`config.mk`:
```
export PLATFORM = sky130hd
export DESIGN_NAME = wdreg_front
export DESIGN_NICKNAME = d
export VERILOG_FILES = /design/src/rtl/wdreg_pkg.sv /design/src/rtl/wdreg_unlock.sv /design/src/rtl/wdreg_ctrl.sv /design/src/rtl/wdreg_prot.sv /design/src/rtl/wdreg_front.sv
export SDC_FILE = /design/constraint.sdc
export NUM_CORES = 1
export LEC_CHECK = 0
export ABC_AREA = 0
export BUFFER_PORTS_ARGS = -buffer_cell sky130_fd_sc_hd__buf_2
export CORE_MARGIN = 1
export CORE_UTILIZATION = 45
export CTS_CLUSTER_SIZE = 25
export DETAILED_ROUTE_END_ITERATION = 10
export HOLD_SLACK_MARGIN = 0.1
export PLACE_DENSITY = 0.85
export SLEW_MARGIN = 40
export SYNTH_ARGS = -nofsm -noshare
export SYNTH_HDL_FRONTEND = slang
export SYNTH_HIERARCHICAL = 1
export SYNTH_SLANG_ARGS = --single-unit
export TNS_END_PERCENT = 100
```
`constraint.sdc`:
```
create_clock -name clk -period 3.1 [get_ports clk]
set_input_delay 0.31 -clock clk [delete_from_list [all_inputs] [get_ports clk]]
set_output_delay 0.31 -clock clk [all_outputs]
set_load 0.005 [all_outputs]
```
`src/rtl/wdreg_pkg.sv`:
```
package wdreg_pkg;

    typedef enum logic [1:0] {
        SZ_BYTE = 2'd0,
        SZ_HALF = 2'd1,
        SZ_WORD = 2'd2
    } acc_size_t;

    typedef enum logic [1:0] {
        SEQ_IDLE = 2'd0,
        SEQ_MID  = 2'd1,
        SEQ_OPEN = 2'd2
    } seq_state_t;

    localparam logic [3:0] OFF_PRE1 = 4'h0;
    localparam logic [3:0] OFF_PRE2 = 4'h4;
    localparam logic [3:0] OFF_KEY  = 4'hC;
    localparam logic [7:0] KEY_FIRST  = 8'h80;
    localparam logic [7:0] KEY_SECOND = 8'h86;
    localparam int         BIT_RESTART = 8;
    localparam int         BIT_CLR_A   = 9;
    localparam int         BIT_CLR_B   = 12;
    localparam logic [31:0] FLAG_READ  = 32'h0000_1200;

    typedef struct packed {
        logic       reboot_dis;
        logic       fast;
        logic [1:0] irq;
    } ctl_word_t;

    typedef struct packed {
        logic free_run;
        logic enable;
        logic lock;
    } lock_byte_t;

    function automatic logic [31:0] size_mask(input logic [1:0] sz, input logic [31:0] d);
        case (sz)
            SZ_BYTE: size_mask = {24'd0, d[7:0]};
            SZ_HALF: size_mask = {16'd0, d[15:0]};
            default: size_mask = d;
        endcase
    endfunction

endpackage

```
`src/rtl/wdreg_unlock.sv`:
```
module wdreg_unlock
    import wdreg_pkg::*;
(
    input  logic        clk,
    input  logic        rst,
    input  logic        wr,
    input  logic        at_key,
    input  logic [1:0]  size,
    input  logic [31:0] value,
    output logic        open,
    output logic        accept
);
    seq_state_t state;
    logic hit_first, hit_second;

    always_comb begin
        hit_first  = wr && at_key && (value == {24'd0, KEY_FIRST});
        hit_second = wr && at_key && (value == {24'd0, KEY_SECOND}) && (state == SEQ_MID);
        accept     = wr && !hit_first && !hit_second && (size != SZ_BYTE) && (state == SEQ_OPEN);
        open       = (state == SEQ_OPEN);
    end

    always_ff @(posedge clk) begin
        if (rst)             state <= SEQ_IDLE;
        else if (hit_first)  state <= SEQ_MID;
        else if (hit_second) state <= SEQ_OPEN;
        else if (accept)     state <= SEQ_IDLE;
    end
endmodule

```
`src/rtl/wdreg_ctrl.sv`:
```
module wdreg_ctrl
    import wdreg_pkg::*;
(
    input  logic       clk,
    input  logic       rst,
    input  logic       wr_ctl,
    input  logic       wr_lock,
    input  logic [7:0] wdata,
    output ctl_word_t  ctl,
    output lock_byte_t lk,
    output logic       en_rise
);
    lock_byte_t lk_new;

    always_comb begin
        lk_new  = lock_byte_t'(wdata[2:0]);
        en_rise = wr_lock && !lk.lock && !lk.enable && lk_new.enable;
    end

    always_ff @(posedge clk) begin
        if (rst) begin
            ctl <= '{reboot_dis: 1'b0, fast: 1'b0, irq: 2'd0};
            lk  <= '{free_run: 1'b0, enable: 1'b0, lock: 1'b0};
        end else begin
            if (wr_ctl) begin
                ctl.reboot_dis <= wdata[5];
                ctl.fast       <= wdata[2];
                ctl.irq        <= wdata[1:0];
            end
            if (wr_lock && !lk.lock)
                lk <= lk_new;
        end
    end
endmodule

```
`src/rtl/wdreg_prot.sv`:
```
module wdreg_prot
    import wdreg_pkg::*;
#(
    parameter int PRELOAD_W = 20
) (
    input  logic                 clk,
    input  logic                 rst,
    input  logic                 por,
    input  logic                 accept,
    input  logic [3:0]           addr,
    input  logic [1:0]           size,
    input  logic [31:0]          value,
    input  logic                 en_rise,
    input  logic                 flag_set,
    output logic [PRELOAD_W-1:0] pre1,
    output logic [PRELOAD_W-1:0] pre2,
    output logic                 restart,
    output logic                 cleared,
    output logic                 flag
);
    localparam logic [PRELOAD_W-1:0] PRE_RESET = '1;
    logic key_half, do_restart, do_clear;

    always_comb begin
        key_half   = accept && (size == SZ_HALF) && (addr == OFF_KEY);
        do_restart = (key_half && value[BIT_RESTART]) || en_rise;
        do_clear   = key_half && (value[BIT_CLR_A] || value[BIT_CLR_B]);
    end

    always_ff @(posedge clk) begin
        if (rst) begin
            pre1    <= PRE_RESET;
            pre2    <= PRE_RESET;
            restart <= 1'b0;
            cleared <= 1'b0;
        end else begin
            if (accept && size == SZ_WORD && addr == OFF_PRE1) pre1 <= value[PRELOAD_W-1:0];
            if (accept && size == SZ_WORD && addr == OFF_PRE2) pre2 <= value[PRELOAD_W-1:0];
            restart <= do_restart;
            cleared <= do_clear;
        end
    end

    always_ff @(posedge clk) begin
        if (por)           flag <= 1'b0;
        else if (flag_set) flag <= 1'b1;
        else if (do_clear) flag <= 1'b0;
    end
endmodule

```
`src/rtl/wdreg_front.sv`:
```
module wdreg_front
    import wdreg_pkg::*;
#(
    parameter int PRELOAD_W = 20
) (
    input  logic                 clk,
    input  logic                 rst,
    input  logic                 por,
    input  logic                 mm_valid,
    input  logic                 mm_write,
    input  logic [3:0]           mm_addr,
    input  logic [1:0]           mm_size,
    input  logic [31:0]          mm_wdata,
    output logic [31:0]          mm_rdata,
    input  logic                 cfg_valid,
    input  logic                 cfg_write,
    input  logic                 cfg_sel,
    input  logic [7:0]           cfg_wdata,
    output logic [7:0]           cfg_rdata,
    input  logic                 reboot_flag_set,
    output logic [PRELOAD_W-1:0] preload1,
    output logic [PRELOAD_W-1:0] preload2,
    output logic                 reboot_en,
    output logic                 fast_scale,
    output logic [1:0]           irq_kind,
    output logic                 free_run,
    output logic                 wd_enable,
    output logic                 locked,
    output logic                 reload_pulse,
    output logic                 clear_flag_pulse
);
    logic [31:0] value;
    logic        mm_wr, seq_open, accept, en_rise, flag;
    ctl_word_t   ctl;
    lock_byte_t  lk;

    assign value = size_mask(mm_size, mm_wdata);
    assign mm_wr = mm_valid && mm_write;

    wdreg_unlock u_seq (
        .clk(clk), .rst(rst), .wr(mm_wr), .at_key(mm_addr == OFF_KEY),
        .size(mm_size), .value(value), .open(seq_open), .accept(accept)
    );

    wdreg_ctrl u_ctl (
        .clk(clk), .rst(rst),
        .wr_ctl(cfg_valid && cfg_write && !cfg_sel),
        .wr_lock(cfg_valid && cfg_write && cfg_sel),
        .wdata(cfg_wdata), .ctl(ctl), .lk(lk), .en_rise(en_rise)
    );

    wdreg_prot #(.PRELOAD_W(PRELOAD_W)) u_prot (
        .clk(clk), .rst(rst), .por(por), .accept(accept), .addr(mm_addr),
        .size(mm_size), .value(value), .en_rise(en_rise), .flag_set(reboot_flag_set),
        .pre1(preload1), .pre2(preload2), .restart(reload_pulse),
        .cleared(clear_flag_pulse), .flag(flag)
    );

    always_comb begin
        mm_rdata = '0;
        if (mm_valid && !mm_write && mm_size == SZ_HALF && mm_addr == OFF_KEY && flag)
            mm_rdata = FLAG_READ;
        cfg_rdata = '0;
        if (cfg_sel) cfg_rdata[2:0] = lk;
        else         cfg_rdata = {2'b00, ctl.reboot_dis, 2'b00, ctl.fast, ctl.irq};
    end

    assign reboot_en  = !ctl.reboot_dis;
    assign fast_scale = ctl.fast;
    assign irq_kind   = ctl.irq;
    assign free_run   = lk.free_run;
    assign wd_enable  = lk.enable;
    assign locked     = lk.lock;
endmodule

```
---- Word level (Yosys, flattened, before mapping) ----
Cells that the tools add are included.
storage, ports and cells
  latch bits .............................. 0
  RAM bits ................................ 0
  register bits after elaboration ......... 52
  memories ................................ 0
  ROM bits ................................ 0
operators by class
  equal/unequal tests ..................... 8
  bitwise logic cells ..................... 0
  multipliers ............................. 0
  magnitude comparators ................... 0
  add/subtract/negate cells ............... 0
  div/mod/pow operators ................... 0
  reduce and logical (&&, ||, !) cells .... 42
  shift-type cells ........................ 0
  multiplexer cells ....................... 9
operators by type and width
  kind                                                               count
  32-bit by 8-bit == test with 1-bit output (second input constant)  2
  32-bit one-hot mux with 2 select lines                             1
  1-bit logical AND                                                  26
  13-bit two-way mux                                                 1
  1-bit logical NOT                                                  7
  3-bit two-way mux                                                  2
  2-bit nonzero test                                                 3
  2-bit by 1-bit == test with 1-bit output (second input constant)   2
  2-bit == test (second input constant)                              2
  4-bit by 3-bit == test with 1-bit output (second input constant)   1
  4-bit == test (second input constant)                              1
  4-bit logical NOT                                                  1
  2-bit two-way mux                                                  2
  1-bit two-way mux                                                  3
  3-bit nonzero test                                                 1
  2-bit logical NOT                                                  1
  1-bit logical OR                                                   2
  2-bit OR reduction                                                 1

---- Logic depth before layout (Yosys ltp) ----
Gate-level depths: netlist of the first run.
  depth after elaboration ................. 14
  gate-level depth with buffers ........... 10

---- Hierarchy ----
The synthesis of the first run kept the hierarchy.
by module, submodules not included
  module        seq. area each (um2)  cells an instance  area each (um2)  times used
  wdreg_prot    860.8                 168                1,654.1          1
  wdreg_front   0.0                   76                 518.0            1
  wdreg_ctrl    140.1                 27                 290.3            1
  wdreg_unlock  40.0                  22                 217.7            1

---- Least setup slack after synthesis of the first run ----
OpenSTA, ideal clock, no wires.
  path kind ............................... input-to-reg
  start point ............................. input mm_size[1]
  end point ............................... register u_prot.pre2[0]
  cell stages on the path ................. 10
  arrival ................................. 2,104 ps
  path slack .............................. 925 ps
  buffers on the path ..................... 2
  required time ........................... 3,028 ps
  setup time .............................. 72 ps
  cells stage by stage .................... buf_2 > and2_1 > nor4_2 > nand4_1 > nor4_1 > nor2b_1 > nor3b_4 > nand4_2 > buf_6 > mux2i_1
on the way
  cells in the longest elaborated chain, start to end .. 11
  elaborated cells between the ends (all ways) .. 18
  classes of those cells .................. eq/ne (4); mux (1); reduce/logical (13)
RTL lines
  element                                                                        RTL line                                RTL
  start: declaration                                                             wdreg_front.sv:12                       input logic [1:0] mm_size,
  2-bit by 1-bit == test with 1-bit output or 2-bit logical NOT (tied branches)  wdreg_pkg.sv:38                         case (sz)
  32-bit one-hot mux with 2 select lines (*)                                     wdreg_pkg.sv:38
  net value[16]                                                                  wdreg_front.sv:32                       logic [31:0] value;
  32-bit by 8-bit == test with 1-bit output, on equally long branches            wdreg_unlock.sv:17, wdreg_unlock.sv:18
  1-bit logical AND, on equally long branches                                    wdreg_unlock.sv:17, wdreg_unlock.sv:18
  1-bit logical NOT or 1-bit logical AND (tied branches)                         wdreg_unlock.sv:19, wdreg_unlock.sv:18
  1-bit logical AND or 1-bit logical NOT (tied branches)                         wdreg_unlock.sv:19                      accept = wr && !hit_first && !hit_second && (size != SZ_BYTE) && (state == SEQ_OPEN);
  1-bit logical AND (*) (3 in series)                                            wdreg_unlock.sv:19
  net accept                                                                     wdreg_front.sv:33                       logic mm_wr, seq_open, accept, en_rise, flag;
  1-bit logical AND (*) (2 in series)                                            wdreg_prot.sv:38                        if (accept && size == SZ_WORD && addr == OFF_PRE2) pre2 <= value[PRELOAD_W-1:0];
  end signal: assignment                                                         wdreg_prot.sv:38
  end: declaration                                                               wdreg_prot.sv:16                        output logic [PRELOAD_W-1:0] pre2,
The timed path passes the listed nets; every way through them passes the cells marked *.
A chain may end at the register's enable or synchronous reset.

---- Worst setup path in the final report of the first run ----
  start point ............................. input mm_size[0]
  end point ............................... register u_prot.pre2[7]
Same word-level chain as after synthesis.

==> flow_metrics.env, run 1 <==
export IMPL_crit_end="u_prot/pre2[7]"
export IMPL_place_ws_ns=0.2840
export IMPL_ff2ff_path_depth=8
export IMPL_cts_root_buf="clkbuf_8"
export IMPL_die_x_um=79.18
export IMPL_holdWs_ns=0.2512
export IMPL_vdd_ir_drop_max_uv=224.0
export IMPL_routabilityCongestion=0.7395
export IMPL_swShare=0.2255
export IMPL_worst_slew_pin_slew_ns=0.5889
export IMPL_critPathMaxStageDelay_ns=0.40
export IMPL_drt_iter0_drc=61
export IMPL_critPathMaxFanout=20
export IMPL_fin_crit_sh=0.8129
export IMPL_p_sw_mw=0.2797
export IMPL_wl_um=5758
export IMPL_fin_crit_ns=2.520
export IMPL_reg2reg_slack_ns=1.45
export IMPL_outcome="completed"
export IMPL_slew_violations=0
export IMPL_num_antenna_cells=0
export IMPL_ant_nets=0
export IMPL_post_cts_buffers=0
export IMPL_viasPerCell=4.729
export IMPL_start_kind="primary input"
export IMPL_cts_resized=0
export IMPL_grt_pass1_vias=2037
export IMPL_powerDensity_nw_per_um2=383.7
export IMPL_fp_dieH_um=79.18
export IMPL_setup_tns_ns=0
export IMPL_antenna_found_initial=0
export IMPL_dpl_instance_area_um2=3133
export IMPL_vias=2199
export IMPL_grt_pass1_wl_um=9301
export IMPL_fmax_ghz=0.3968
export IMPL_combPwrFrac=0.107
export IMPL_holdCritPathClass="primary input to flip-flop"
export IMPL_area_growth_pct=20.59
export IMPL_p_leak_nw=1.693
export IMPL_path_cells="buf_2 > nor2_2 > nor2b_1 > nor4_1 > nand4_1 > nor4_1 > nor2b_1 > nor3b_4 > nand4_2 > buf_12 > mux2i_1"
export IMPL_cts_buffers=5
export IMPL_yosys_register_bits=52
export IMPL_cp_depth=11
export IMPL_syn_inst=293
export IMPL_crit_buf_inv=2
export IMPL_path_clk_slew_ns=0.09
export IMPL_drive_above_1_share=0.3359
export IMPL_relSlewSlack=0.6074
export IMPL_hold_buffers=0
export IMPL_synth_area_um2=2680
export IMPL_power_mw=1.240
export IMPL_cp_arrival_ns=2.74
export IMPL_rsz0062_at_grt="false"
export IMPL_hold_violations=0
export IMPL_htree_levels=2
export IMPL_internal_power_mw=0.9605
export IMPL_cts_tree="yes"
export IMPL_seqPwrFrac=0.544
export IMPL_synth_distinct_cells=39
export IMPL_final_area_um2=3232
export IMPL_setup_viol=0
export IMPL_cap_violations=0
export IMPL_skew_ns=0.005451
export IMPL_fin_ws_ns=0.5801
export IMPL_cts_path_max_buffers=2
export IMPL_drc=0
export IMPL_crit_family="simple AND/OR/NAND/NOR gates"
export IMPL_fin_util=0.5763
export IMPL_grt_overflow=0
export IMPL_placed_cells=459
export IMPL_finalNetCount=449
export IMPL_end_kind="flip-flop"
export IMPL_grt_max_degree=62
export IMPL_cts_sinks=52
export IMPL_pwr_share_clk=0.349
export IMPL_port_buffers=105
export IMPL_dp_hpwl_um=4454
export IMPL_required_ns=3.32
export IMPL_yosysSeqAreaShare=0.3884
export IMPL_rr_endpoint="u_prot/pre2[7]"
export IMPL_yosys_warnings=6
export IMPL_avgSynthCellArea_um2=9.147
export IMPL_grt_total_usage=0.1870
export IMPL_io_pins=144
export IMPL_core_area_um2=5608
export IMPL_initial_utilization=0.4779
export IMPL_dr_pass1_iters=4
export IMPL_clkLatencyLatePin_ns=0.29
export IMPL_row_count=27
export IMPL_crit_path_start="mm_size[0]"
export IMPL_dieArea_um2=6269
export IMPL_cpMaxStageDelayCell="nor4_1"
export IMPL_wl_per_cell_um=12.38
export IMPL_final_cell_count_no_fill=465
export IMPL_crit_type="primary input to flip-flop"
export IMPL_reg2reg_from="u_seq/state[1]"
registers in the layout, indices dropped and copies added, names as in the netlist:
name / count
u_prot/pre1: 20
u_prot/pre2: 20
u_seq/state: 2
u_ctl/ctl: 4
u_prot/flag: 1
u_prot/cleared: 1
u_prot/restart: 1
u_ctl/lk: 3
final cells by class:
class                      instances  area (µm²)
multi-input combinational        223        1404
clock inverter                     1       30.03
sequential                        52        1041
inverter                           2       7.507
tap                               72       90.09
timing repair buffer             110       590.6
fill                             528        2376
clock buffer                       5       68.82
layer usage:
metal  vias to the layer above  wire length (µm)  GRT usage
met2                        96              2805     0.3310
met1                       996              2547     0.2332
met5                         -                 0          0
li1                       1103                 -          -
met3                         4               371    0.03793
met4                         0                34    0.03818
power groups by stage:
stage | Sequential (mW) | Clock [mW] | Combinational (mW)
after detailed placement | 0.690 | 0 | 0.132
after global routing | 0.676 | 0.464 | 0.149
after CTS | 0.675 | 0.442 | 0.133
final | 0.675 | 0.433 | 0.132
after global placement | 0.690 | 0 | 0.130
after floorplan | 0.690 | 0 | 0.106
cells in the mapped netlist (all sizes together):
cell     count  area [µm²]
nor4         8       75.07
clkbuf       6       22.52
buf         43       329.1
inv          2       7.510
nor2b       10       70.06
nor2        75       284.0
o211a        1       10.01
nand4bb      2       22.52
nand2        4       15.01
o21ba        1       10.01
and2        17       106.4
nor3b        1       18.77
conb         1       3.750
mux2i       44       440.4
nor3         1       5.000
a31oi        1       6.260
nand4b       1       8.760
a2111oi      1       15.01
and3b        1       8.760
and4b        1       10.01
nand4        4       31.28
o31a         2       18.77
a21oi        1       5.000
o21ai        2       10.01
or2          1       6.260
or3          1       6.260
mux2         3       33.78
nor4b        2       30.03
dfxtp       52        1041
nand2b       2       12.51
and3         1       6.260
nor4bb       1       10.01
kinds of logic after synthesis:
kind of cell,count (synthesis),share of synthesized area
other,1,0.001399
multiplexers,47,0.1769
flip-flops,52,0.3884
AO/OA/AOI/OAI,9,0.02801
buffers and inverters,51,0.1340
AND/OR/NAND/NOR,133,0.2712
placed cells by master, fill, tap and decap left out, types with 2 or more instances in the layout:
cell type    n
buf_2      104
nor2_1      74
dfxtp_1     52
mux2i_1     44
conb_1      34
and2_1      17
nor2b_1      9
clkbuf_8     5
nand2_1      4
nor4_1       4
buf_4        4
nor4_2       4
mux2_2       3
nand4_1      3
inv_1        2
nand2b_1     2
nand4bb_1    2
o21ai_1      2
nor4b_2      2
buf_12       2
worst min path at each step:
| stage | endpoint | from | slack, ns | cells past startpoint |
|---|---|---|---|---|
| after global routing | u_prot/flag | reboot_flag_set | 0.24 | 2 |
| after floorplan | u_seq/state[1] | rst | 0.38 | 1 |
| after global placement | u_ctl/ctl[3] | u_ctl/ctl[3] | 0.48 | 2 |
| after detailed placement | u_ctl/lk[2] | u_ctl/lk[2] | 0.49 | 2 |
| final | u_prot/flag | reboot_flag_set | 0.25 | 2 |
| after CTS | u_prot/flag | reboot_flag_set | 0.25 | 2 |
Power figures use the tool's default switching activity.
==> run 2, diff against run 1 <==
Settings changed: ABC_AREA 0 to 1, CORE_UTILIZATION 45 to 41, PLACE_DENSITY 0.85 to 0.82.
Clock period 3.1 ns to 2.2 ns, I/O delays scaled along.
==> flow_metrics.env, run 2 <==
export IMPL_cts_resized=0
export IMPL_fmax_ghz=0.5414
export IMPL_num_antenna_cells=0
export IMPL_hp_start="reboot_flag_set"
export IMPL_finalNetCount=580
export IMPL_port_buffers=105
export IMPL_post_cts_buffers=0
export IMPL_drive_above_1_share=0.2538
export IMPL_drc=18
export IMPL_avgSynthCellArea_um2=6.566
export IMPL_yosys_top_cells_area="dfxtp_1, nand2_1, nand3_1, buf_4, inv_1"
export IMPL_synth_top_cell_by_area="dfxtp_1"
export IMPL_reg2reg_from="u_seq/state[1]"
export IMPL_fin_ws_ns=0.3530
export IMPL_dp_hpwl_um=5023
export IMPL_powerDensity_nw_per_um2=529.9
export IMPL_antenna_found_initial=0
export IMPL_path_clk_slew_ns=0.09
export IMPL_nFillCells=687
export IMPL_hold_depth=3
export IMPL_place_ws_ns=0.07503
export IMPL_synth_distinct_cells=27
export IMPL_slew_violations=0
export IMPL_synth_area_um2=2758
export IMPL_hold_end="u_prot/flag"
export IMPL_row_count=29
export IMPL_fp_dieH_um=84.01
export IMPL_yosysTopAreaCellShare=0.3775
export IMPL_ys_flop_type="dfxtp_1"
export IMPL_hold_buffers=1
export IMPL_multi_input_area_um2=1240
export IMPL_cts_sinks=52
export IMPL_ant_nets=0
export IMPL_vias=2702
export IMPL_skew_ns=0.002788
export IMPL_violations="DRC"
export IMPL_critPathMaxFanout=18
export IMPL_vdd_ir_drop_max_uv=240.3
export IMPL_met3_usage=0.04055
export IMPL_core_area_um2=6422
export IMPL_yosys_warnings=6
export IMPL_dieArea_um2=7058
export IMPL_htree_levels=2
export IMPL_met2_usage=0.3234
export IMPL_grt_pass1_wl_um=10780
export IMPL_io_pins=144
export IMPL_cts_tree="yes"
export IMPL_fin_util=0.5213
export IMPL_final_seq_area_um2=1041
export IMPL_p_leak_nw=1.930
export IMPL_dr_pass1_iters=8
export IMPL_initial_utilization=0.4294
export IMPL_grtUsageMet1=0.2356
export IMPL_cts_root_buf="clkbuf_8"
export IMPL_clkLatencyLatePin_ns=0.29
export IMPL_grt_max_degree=41
export IMPL_cpMostUsedCell="nand2_1"
export IMPL_die_x_um=84.01
export IMPL_yosysSeqAreaShare=0.3775
export IMPL_drt_iter0_drc=141
export IMPL_cpMaxStageDelayCell="nor2_4"
export IMPL_wl_um=6502
export IMPL_grt_pass1_vias=2435
export IMPL_required_ns=2.37
export IMPL_grt_overflow=0
export IMPL_reg2reg_slack_ns=0.51
export IMPL_synthArstFlopShare=0
export IMPL_power_mw=1.774
export IMPL_fin_crit_ns=1.847
export IMPL_routabilityCongestion=0.7842
export IMPL_syn_inst=420
export IMPL_yosys_register_bits=52
export IMPL_cts_path_max_buffers=2
export IMPL_outcome="complete, but fails checks"
export IMPL_setup_viol=0
export IMPL_fin_crit_sh=0.8396
export IMPL_path_cells="buf_2 > nor2_4 > nor2_1 > inv_1 > nand2_1 > nor2_1 > nand2_1 > nor2_1 > a31oi_1 > nand2_1 > nor2_4 > nand3_2 > clkinv_2 > nand2_1 > nand3_1"
export IMPL_setup_tns_ns=0
export IMPL_synth_edf_count=0
export IMPL_top_usage_layer="met2"
export IMPL_cp_arrival_ns=2.02
export IMPL_viasPerCell=4.496
export IMPL_synth_most_common_cell="nand2_1"
export IMPL_grt_total_usage=0.1875
export IMPL_critPathMaxStageDelay_ns=0.24
export IMPL_rr_endpoint="u_prot/pre1[12]"
export IMPL_rsz0062_at_grt="false"
export IMPL_start_kind="primary input"
export IMPL_synth_common_cells="nand2_1, inv_1, nand3_1, dfxtp_1, nor2_1"
export IMPL_ff2ff_path_depth=11
export IMPL_hold_violations=0
export IMPL_end_kind="flip-flop"
export IMPL_wl_per_cell_um=10.82
export IMPL_cap_violations=0
export IMPL_final_cell_mix="nand2_1, buf_2, inv_1, nand3_1, dfxtp_1"
export IMPL_crit_type="primary input to flip-flop"
export IMPL_holdCritPathClass="primary input to flip-flop"
export IMPL_area_growth_pct=21.42
export IMPL_reg_largest_list="u_prot/pre1 x20, u_prot/pre2 x20, u_ctl/ctl x4"
export IMPL_cts_buffers=5
export IMPL_layout_commonest_cell="nand2_1"
==> run 2: cell types whose count changed after synthesis, moves of 4 or more <==
| cell | delta |
|---|---|
| nand2_1 | +110 |
| nand3_1 | +64 |
| inv_1 | +63 |
| mux2i_1 | -44 |
| nor2_1 | -32 |
| and2_1 | -16 |
| nor2b_1 | -9 |
| buf_2 | +6 |
| nor4_1 | -4 |
| nor4_2 | -4 |
| o21ai_0 | +4 |
==> run 2: worst max path at each step <==
stage | start | endpoint | slack (ns) | depth (start not counted)
after floorplan | mm_size[1] | u_prot/pre1[13] | 0.39 | 16
after global placement | mm_size[1] | u_prot/pre1[11] | 0.11 | 15
after detailed placement | mm_size[1] | u_prot/pre1[7] | 0.08 | 15
after CTS | mm_size[1] | u_prot/pre1[7] | 0.39 | 15
after global routing | mm_size[1] | u_prot/pre1[3] | 0.13 | 15
final | mm_size[1] | u_prot/pre1[10] | 0.35 | 15
==> run 2: stage by stage <==
stage / hold slack [ns] / instances / instance area, µm²
after floorplan: 0.2824 / 453 / 2882
after global placement: 0.3729 / 594 / 3239
after CTS: 0.1395 / 601 / 3348
after detailed placement: 0.3776 / 594 / 3239
after global routing: 0.1448 / 601 / 3348
final: 0.1482 / 601 / 3348
==> run 2: power breakdown <==
group | internal, mW | switching [mW]
clock | 0.327 | 0.292
combinational | 0.0789 | 0.124
sequential | 0.948 | 0.00483
==> run 2: metal layers <==
metal  wire length (µm)  part of all wire
met2               3132              0.48
met5                  0                 0
met1               2881              0.44
met3                402             0.062
met4                 85             0.013
==> run 2: critical path, delay by kind of cell <==
family                 cells  cell delay (ns)
AO/OA/AOI/OAI              1             0.12
AND/OR/NAND/NOR           11             1.24
buffers and inverters      3             0.44
==> run 2: layout make-up <==
| type | instances | share of cell area |
|---|---|---|
| Clock buffer | 5 | 0.02055 |
| Tap cell | 77 | 0.02877 |
| Multi-Input combinational cell | 283 | 0.3703 |
| Clock inverter | 1 | 0.008969 |
| Inverter | 68 | 0.07661 |
| Sequential cell | 52 | 0.3109 |
| Timing Repair Buffer | 115 | 0.1839 |
==> run 2: cells by family (layout without fill, tap and decap cells) <==
kind of cell           after synthesis  after routing  synth area share
buffers and inverters              118            189            0.2178
and+or+nand+nor                    235            235            0.3711
AOI/OAI and AO/OA                   14             14           0.03222
DFF                                 52             52            0.3775
other                                1             34          0.001360
==> run 3, diff against run 2 <==
Settings changed: ABC_AREA 1 to 0, CORE_UTILIZATION 41 to 45, PLACE_DENSITY 0.82 to 0.85.
Clock period 2.2 ns to 1.78 ns, I/O delays scaled along.
==> flow_metrics.env, run 3 (synthesis results as in run 1) <==
export IMPL_initial_utilization=0.4779
export IMPL_reg_largest_list="u_prot/pre1 x20, u_prot/pre2 x20, u_ctl/ctl x4"
export IMPL_fin_crit_sh=1.025
export IMPL_layout_commonest_cell="buf_2"
export IMPL_reg2reg_slack_ns=0.02
export IMPL_clkLatencyLatePin_ns=0.30
export IMPL_final_cell_mix="buf_2, nor2_1, dfxtp_1, mux2i_1, conb_1"
export IMPL_wl_per_cell_um=13.29
export IMPL_powerDensity_nw_per_um2=585.0
export IMPL_cp_arrival_ns=2.05
export IMPL_hold_violations=0
export IMPL_cts_buffers=5
export IMPL_holdWs_ns=0.1136
export IMPL_fmax_ghz=0.5479
export IMPL_outcome="complete, but fails checks"
export IMPL_fin_crit_ns=1.825
export IMPL_core_area_um2=5608
export IMPL_vdd_ir_drop_max_uv=312.6
export IMPL_vias=2425
export IMPL_grt_overflow=0
export IMPL_crit_type="primary input to flip-flop"
export IMPL_die_x_um=79.18
export IMPL_placed_cells=486
export IMPL_row_count=27
export IMPL_drt_iter0_drc=85
export IMPL_grt_total_usage=0.1994
export IMPL_required_ns=2.00
export IMPL_nFillCells=442
export IMPL_viasPerCell=4.802
export IMPL_antenna_found_initial=0
export IMPL_fin_util=0.6734
export IMPL_wl_um=6712
export IMPL_crit_path_start="mm_size[0]"
export IMPL_dp_hpwl_um=4781
export IMPL_rr_endpoint="u_prot/pre2[16]"
export IMPL_cts_path_max_buffers=2
export IMPL_slew_violations=0
export IMPL_critPathMaxFanout=8
export IMPL_path_clk_slew_ns=0.09
export IMPL_skew_ns=0.007072
export IMPL_fin_ws_ns=-0.04504
export IMPL_setup_viol=11
export IMPL_area_growth_pct=40.90
export IMPL_ff2ff_path_depth=8
export IMPL_holdCritPathClass="primary input to flip-flop"
export IMPL_num_antenna_cells=0
export IMPL_violations="setup timing"
export IMPL_dr_pass1_iters=4
export IMPL_final_cell_count_no_fill=505
export IMPL_end_kind="flip-flop"
export IMPL_cts_tree="yes"
export IMPL_start_kind="primary input"
export IMPL_grt_max_degree=74
export IMPL_drc=0
export IMPL_hold_buffers=0
export IMPL_routabilityCongestion=0.8904
export IMPL_dieArea_um2=6269
export IMPL_p_leak_nw=1.994
export IMPL_port_buffers=105
export IMPL_grt_pass1_vias=2300
export IMPL_finalNetCount=487
export IMPL_io_pins=144
export IMPL_rsz0062_at_grt="true"
export IMPL_drive_above_1_share=0.4388
export IMPL_cap_violations=0
export IMPL_cts_sinks=52
export IMPL_cts_root_buf="clkbuf_8"
export IMPL_ant_nets=0
export IMPL_htree_levels=2
export IMPL_crit_end="u_prot/pre1[2]"
export IMPL_fp_dieH_um=79.18
export IMPL_reg2reg_from="u_seq/state[1]"
export IMPL_grt_pass1_wl_um=9804
-- run 3: changes by cell type in the layout (fill, tap and decap cells not counted), sizes merged, moves of 8 or more --
cell	delta
and2	+14
buf	+30
inv	-64
mux2i	+44
nand2	-110
nand3	-67
nor2	+29
nor2b	+10
nor4	+8
-- run 3: where the power goes --
group	leakage (nW)	switching, mW	internal (mW)	total, mW
Combinational	1.52	0.159	0.169	0.328
Clock	0.0516	0.387	0.319	0.705
Sequential	0.422	0.00610	1.17	1.18
-- run 3: worst min-delay path by stage --
| stage | start | cells past startpoint | to |
|---|---|---|---|
| after detailed placement | reboot_flag_set | 2 | u_prot/flag |
| after CTS | reboot_flag_set | 2 | u_prot/flag |
| after global placement | cfg_wdata[5] | 3 | u_ctl/ctl[3] |
| after global routing | reboot_flag_set | 2 | u_prot/flag |
| final | cfg_wdata[5] | 3 | u_ctl/ctl[3] |
| after floorplan | rst | 1 | u_seq/state[1] |
-- run 3: stage by stage --
step / total power, mW / TNS, ns / setup slack (ns) / area, µm²
3_5_place_dp: 1.483 / -25.62 / -0.6156 / 3392
5_1_grt: 2.314 / -4.120 / -0.1305 / 3776
4_1_cts: 2.183 / -0.2257 / -0.03707 / 3526
2_1_floorplan: 1.395 / -5.239 / -0.1409 / 2843
6_report: 2.209 / -0.1539 / -0.04504 / 3776
3_3_place_gp: 1.480 / -20.27 / -0.4744 / 3392
-- run 3: layer usage --
layer / vias up / track usage / routed length (µm)
met5: - / 0 / 0
met4: 0 / 0.07455 / 112
met3: 10 / 0.04138 / 402
met2: 103 / 0.3534 / 3370
met1: 1123 / 0.2343 / 2826
li1: 1189 / - / -
-- run 3: worst max-delay path, stage by stage --
cell,delay [ns]
buf_6,0.10
nor2_4,0.12
buf_12,0.14
nor2b_4,0.05
nor4bb_4,0.26
nand4_1,0.20
nor4_4,0.23
nor2b_2,0.07
nor3b_4,0.18
nand2_4,0.14
buf_12,0.15
mux2i_1,0.22
-- run 3: final cells by class --
cell class	count	area (µm²)	area share
inverter	2	7.507	0.001988
clock inverter	2	13.76	0.003645
timing repair buffer	148	1027	0.2720
multi-input combinational	223	1513	0.4006
clock buffer	6	82.58	0.02187
tap	72	90.09	0.02386
sequential	52	1042	0.2760
-- run 3: timing repair --
action | 4_1_cts | 5_1_grt
setup endpoints to repair | 44 | 44
buffers inserted | 2 | 5
resized for setup | 4 | 23
pin swaps | 6 | 5
gates cloned | 0 | 4
